--- src/rtl/status_beeper_pkg.sv ---
package status_beeper_pkg;

  typedef enum logic [1:0] {
    ST_WARM,
    ST_IDLE,
    ST_PLAY
  } ctrlState_t;

  typedef struct packed {
    logic start;
    logic pitchHi;
  } beepCmd_t;

  function automatic int halfCycles(input int clkHz, input int toneHz);
    return (clkHz + toneHz) / (2 * toneHz);
  endfunction

endpackage

--- src/rtl/beep_sync.sv ---
module beep_sync (
  input  logic clk,
  input  logic rstN,
  input  logic hostLvl,
  input  logic reqN,
  output logic hostSync,
  output logic reqFall
);
  logic hostMeta;
  logic reqMeta, reqSync, reqPrev;

  always_ff @(posedge clk or negedge rstN) begin
    if (!rstN) begin
      hostMeta <= 1'b0;
      hostSync <= 1'b0;
      reqMeta  <= 1'b1;
      reqSync  <= 1'b1;
      reqPrev  <= 1'b1;
    end else begin
      hostMeta <= hostLvl;
      hostSync <= hostMeta;
      reqMeta  <= reqN;
      reqSync  <= reqMeta;
      reqPrev  <= reqSync;
    end
  end

  assign reqFall = reqPrev & ~reqSync;
endmodule

--- src/rtl/beep_ctrl.sv ---
module beep_ctrl
  import status_beeper_pkg::*;
#(
  parameter int WARM_CYC = 2
) (
  input  logic     clk,
  input  logic     rstN,
  input  logic     hostSync,
  input  logic     reqFall,
  input  logic     beepDone,
  output beepCmd_t cmd
);
  localparam int WARM_W = $clog2(WARM_CYC + 1);

  ctrlState_t state, stateNext;
  logic [WARM_W-1:0] warmCnt;
  logic pending, pendingNext;

  always_comb begin
    stateNext   = state;
    cmd         = '0;
    pendingNext = pending | reqFall;
    case (state)
      ST_WARM: begin
        if (warmCnt == WARM_W'(WARM_CYC)) begin
          if (hostSync) begin
            cmd.start   = 1'b1;
            cmd.pitchHi = 1'b1;
            stateNext   = ST_PLAY;
          end else begin
            stateNext = ST_IDLE;
          end
        end
      end
      ST_IDLE: begin
        if (pending || reqFall) begin
          cmd.start   = 1'b1;
          cmd.pitchHi = 1'b0;
          pendingNext = 1'b0;
          stateNext   = ST_PLAY;
        end
      end
      ST_PLAY: begin
        if (beepDone) stateNext = ST_IDLE;
      end
      default: stateNext = ST_IDLE;
    endcase
  end

  always_ff @(posedge clk or negedge rstN) begin
    if (!rstN) begin
      state   <= ST_WARM;
      warmCnt <= '0;
      pending <= 1'b0;
    end else begin
      state   <= stateNext;
      pending <= pendingNext;
      if (state == ST_WARM) warmCnt <= warmCnt + 1'b1;
    end
  end
endmodule

--- src/rtl/beep_dp.sv ---
module beep_dp
  import status_beeper_pkg::*;
#(
  parameter int BEEP_CYC = 300000,
  parameter int HALF_HI  = 550,
  parameter int HALF_LO  = 650
) (
  input  logic     clk,
  input  logic     rstN,
  input  beepCmd_t cmd,
  output logic     tone,
  output logic     busy,
  output logic     beepDone
);
  localparam int HALF_MAX = (HALF_HI > HALF_LO) ? HALF_HI : HALF_LO;
  localparam int LEN_W    = (BEEP_CYC > 1) ? $clog2(BEEP_CYC) : 1;
  localparam int HALF_W   = $clog2(HALF_MAX + 1);

  logic [LEN_W-1:0]  lenCnt;
  logic [HALF_W-1:0] halfCnt;
  logic              selHi;
  logic              active;
  logic [HALF_W-1:0] halfReload;

  assign halfReload = selHi ? HALF_W'(HALF_HI - 1) : HALF_W'(HALF_LO - 1);
  assign beepDone   = active && (lenCnt == '0);

  always_ff @(posedge clk or negedge rstN) begin
    if (!rstN) begin
      lenCnt  <= '0;
      halfCnt <= '0;
      selHi   <= 1'b0;
      active  <= 1'b0;
      tone    <= 1'b0;
    end else if (cmd.start && !active) begin
      lenCnt  <= LEN_W'(BEEP_CYC - 1);
      halfCnt <= cmd.pitchHi ? HALF_W'(HALF_HI - 1) : HALF_W'(HALF_LO - 1);
      selHi   <= cmd.pitchHi;
      active  <= 1'b1;
      tone    <= 1'b1;
    end else if (beepDone) begin
      active <= 1'b0;
      tone   <= 1'b0;
    end else if (active) begin
      lenCnt <= lenCnt - 1'b1;
      if (halfCnt == '0) begin
        halfCnt <= halfReload;
        tone    <= ~tone;
      end else begin
        halfCnt <= halfCnt - 1'b1;
      end
    end
  end

  assign busy = active;
endmodule

--- src/rtl/status_beeper.sv ---
module status_beeper
  import status_beeper_pkg::*;
#(
  parameter int CLK_HZ    = 1_000_000,
  parameter int PWRUP_HZ  = 909,
  parameter int STATUS_HZ = 769,
  parameter int BEEP_MS   = 300
) (
  input  logic clk,
  input  logic rstN,
  input  logic hostResetLvl,
  input  logic statusReqN,
  output logic tone,
  output logic busy
);
  localparam int BEEP_CYC = CLK_HZ / 1000 * BEEP_MS;
  localparam int HALF_HI  = halfCycles(CLK_HZ, PWRUP_HZ);
  localparam int HALF_LO  = halfCycles(CLK_HZ, STATUS_HZ);

  logic     hostSync, reqFall, beepDone;
  beepCmd_t cmd;

  beep_sync uSync (
    .clk     (clk),
    .rstN    (rstN),
    .hostLvl (hostResetLvl),
    .reqN    (statusReqN),
    .hostSync(hostSync),
    .reqFall (reqFall)
  );

  beep_ctrl #(.WARM_CYC(2)) uCtrl (
    .clk     (clk),
    .rstN    (rstN),
    .hostSync(hostSync),
    .reqFall (reqFall),
    .beepDone(beepDone),
    .cmd     (cmd)
  );

  beep_dp #(
    .BEEP_CYC(BEEP_CYC),
    .HALF_HI (HALF_HI),
    .HALF_LO (HALF_LO)
  ) uDp (
    .clk     (clk),
    .rstN    (rstN),
    .cmd     (cmd),
    .tone    (tone),
    .busy    (busy),
    .beepDone(beepDone)
  );
endmodule

--- config.mk ---
export PLATFORM = sky130hd
export DESIGN_NAME = status_beeper
export DESIGN_NICKNAME = d
export VERILOG_FILES = /design/src/rtl/status_beeper_pkg.sv /design/src/rtl/beep_sync.sv /design/src/rtl/beep_ctrl.sv /design/src/rtl/beep_dp.sv /design/src/rtl/status_beeper.sv
export SDC_FILE = /design/constraint.sdc
export NUM_CORES = 1
export LEC_CHECK = 0
export BUFFER_PORTS_ARGS = -buffer_cell sky130_fd_sc_hd__buf_2
export CAP_MARGIN = 20
export CELL_PAD_IN_SITES_DETAIL_PLACEMENT = 2
export CELL_PAD_IN_SITES_GLOBAL_PLACEMENT = 2
export CORE_UTILIZATION = 40
export DETAILED_ROUTE_END_ITERATION = 10
export PLACE_DENSITY = 0.9
export SLEW_MARGIN = 30
export SYNTH_ARGS = -nofsm -noshare
export SYNTH_HDL_FRONTEND = slang
export SYNTH_SLANG_ARGS = --single-unit
--- constraint.sdc ---
create_clock -name clk -period 2.6 [get_ports clk]
set_input_delay 0.39 -clock clk [delete_from_list [all_inputs] [get_ports clk]]
set_output_delay 0.39 -clock clk [all_outputs]
set_load 0.1 [all_outputs]
==> results.txt <==
RSZ-0062 raised after global routing: false
Peak supply drop: 0.000356 V
# IOs: 6
Worst Clk Skew: 10.9 ps
Post-Route WL: 6.10 mm
GPL Wtd Cong: 0.735
Std cell rows: 26
Die H: 75.8 µm
Least-Margin Pin Slew: 550 ps
Register area share after synthesis: 0.485
Register bit total from synthesis: 42
Mapped Cells: 220
Top Usage Layer GRT: met2
Root buf cell: clkbuf_8
Number of port buffers: 5
Met3 usage: 0.0463
Place WS: 152 ps
Ys async rst share: 1.00
Slew Limit Headroom: 0.633
Synth Flop Type: dfrtp_1
Hold Fails Final Rpt: 0
CTS tree: yes
Initial DRC Count: 89
Clk Latency, worst-skew pair: 310 ps
Largest net degree at the start of global routing: 43
Fmax: 409 MHz
Distinct cells, synth: 49
Syn Nets: 227
Dpl cell area: 2300 µm²
Met2 usage: 0.417
Multi-input logic area: 1060 µm²
Count leader, synth: dfrtp_1
Setup TNS: 0 ps
Slew Limit Fails: 0
Met1 usage: 0.305
CTS Buf Count: 5
Post-route minimum period: 2450 ps
Crit. End Element: flip-flop
Data arrival time of the worst path: 2640 ps
Max FO, Critical Path: 5
Fill count: 536
Final setup fails: 0
First-pass GRT wire length: 10.1 mm
Detailed placer's ending HPWL: 4.11 mm
Number of global-route vias before repair: 1973
Most frequent cells after synthesis: dfrtp_1, nor2_1, nor3_1, o21ai_0, nand2_1
Core area: 5170 µm²
Final core occ: 0.466
Final WS setup: 153 ps
Post-route cell area: 2410 µm²
FF/Latch Area: 1050 µm²
Req. time, crit path: 2800 ps
Clk pin slew, worst setup/hold paths: 90 ps
Avg Cell Area, Syn: 9.89 µm²
EDFF count, synth: 0
Clk buf depth: 2
Post-synth top area share: 0.449
Wirelength per Cell: 20.1 µm
Die ar.: 5740 µm²
GRT overflow: 0
Yosys top cell by area: dfrtp_1
Total global routing track utilization: 0.244
Placed insts: 293
Layout Area Growth over Synthesis: 10.8%
First-pass DRT Iterations: 4
Total power per unit cell area: 1050 nW/µm²
Worst setup SP type: flip-flop
DRC viols: 0
Layout cells sized above 1: 0.142
Outcome: completed
Post-DR vias/cell: 6.02
Type of the worst setup path: reg -> reg
Yosys warns: 0
Initial antenna violation count: 0
H-tree depth: 2
Post-route ant nets: 0
Mapped cell area: 2180 µm²
Maximum capacitance violations: 0
Non-Filler Instances: 303
Starting Density: 0.421
Chip width: 75.8 µm
Tcrit/Tclk final: 0.941
Leak: 0.966 nW
Routed via count: 1823
N_diodes: 0
Hold crit path type: in -> async
Synth top area cells: dfrtp_1, nor2_1, dfstp_2
Layout net count: 239
Sink Count: 42
==> flip-flops by register name, indices dropped and copies added (netlist names) <==
name / count
uCtrl.state: 2
uSync.reqMeta: 1
uCtrl.warmCnt: 2
uSync.hostSync: 1
uSync.hostMeta: 1
uSync.reqSync: 1
uDp.lenCnt: 19
uCtrl.pending: 1
uDp.halfCnt: 10
uDp.selHi: 1
uDp.busy: 1
uSync.reqPrev: 1
uDp.tone: 1
==> per-stage QoR <==
stage | hold WS (ps) | power, mW
2_1_floorplan | 94.4 | 1.78
3_3_place_gp | 333 | 2.00
3_5_place_dp | 347 | 2.09
4_1_cts | 183 | 2.55
5_1_grt | 102 | 2.72
6_report | 63.0 | 2.53
==> final cells by class <==
type                    count  area share
flip-flops and latches     42       0.438
well taps                  70      0.0363
inverters                   9      0.0140
repair buffers             13      0.0363
clock inverters             3     0.00883
multi-input cells         161       0.438
clock buffers               5      0.0286
==> path summary, 6_finish.rpt <==
check | startpoint | to | slack [ps] | cells after the start
max | uDp.lenCnt[0]$_DFFE_PN0P_ | uDp.halfCnt[7]$_DFFE_PN0P_ | 150 | 7
min | rstN | uCtrl.warmCnt[0]$_DFFE_PN0P_ | 60 | 1
max reg2reg | uDp.lenCnt[0]$_DFFE_PN0P_ | uDp.halfCnt[7]$_DFFE_PN0P_ | 150 | 7
min reg2reg | uSync.hostMeta$_DFF_PN0_ | uSync.hostSync$_DFF_PN0_ | 360 | 0
max in group asynchronous | rstN | uDp.lenCnt[3]$_DFFE_PN0P_ | 2150 | 1
min in group clk | statusReqN | uSync.reqMeta$_DFF_PN1_ | 190 | 1
==> cell families after synthesis <==
group	after synthesis	share of synthesized area
simple gates	87	0.214
compound gates	57	0.189
flops	42	0.485
buf+inv	17	0.0368
xor+xnor	11	0.0443
mux	3	0.0138
fa+ha+maj	3	0.0173
==> routing by layer <==
metal	wire, µm	vias to the layer above
met3	140	12
met1	2700	946
met2	3150	26
li1	-	839
met5	0	-
met4	111	0
==> power breakdown <==
group          internal, mW  switching [mW]
registers             0.875           0.302
clock network         0.189           0.244
logic                 0.367           0.552
total                  1.43            1.10
==> what timing repair did <==
action,CTS,global route
resized for setup,0,1
setup endpoints to repair,0,4
hold buffers,0,0
setup buffers,0,2
==> critical path, stage by stage, from the launching register on <==
cell	delay [ps]
dfrtp_1	420
inv_1	70
ha_1	230
or4b_4	530
or3_1	350
o2bb2ai_1	380
a211oi_1	80
a211o_1	280
==> layout by cell type (no fill, tap or decap), types with 2 or more instances in the layout <==
master / instances
a211o_1: 2
a211oi_1: 3
a21o_1: 2
a21oi_1: 8
a221o_1: 2
a31oi_1: 7
and2_1: 3
and3_1: 2
and4_1: 2
buf_2: 4
buf_4: 9
clkbuf_8: 5
dfrtp_1: 39
dfstp_2: 3
ha_1: 3
inv_1: 9
mux2i_1: 3
nand2_1: 10
nand2b_1: 2
nand3_1: 5
nand4_1: 2
nor2_1: 25
nor2b_1: 3
nor3_1: 13
nor4_1: 3
nor4_2: 2
o2111ai_1: 3
o211ai_1: 2
o21ai_0: 11
o31ai_1: 5
or3_1: 6
or4_1: 5
xnor2_1: 4
xor2_1: 7
(Power assumes the default switching activity.)
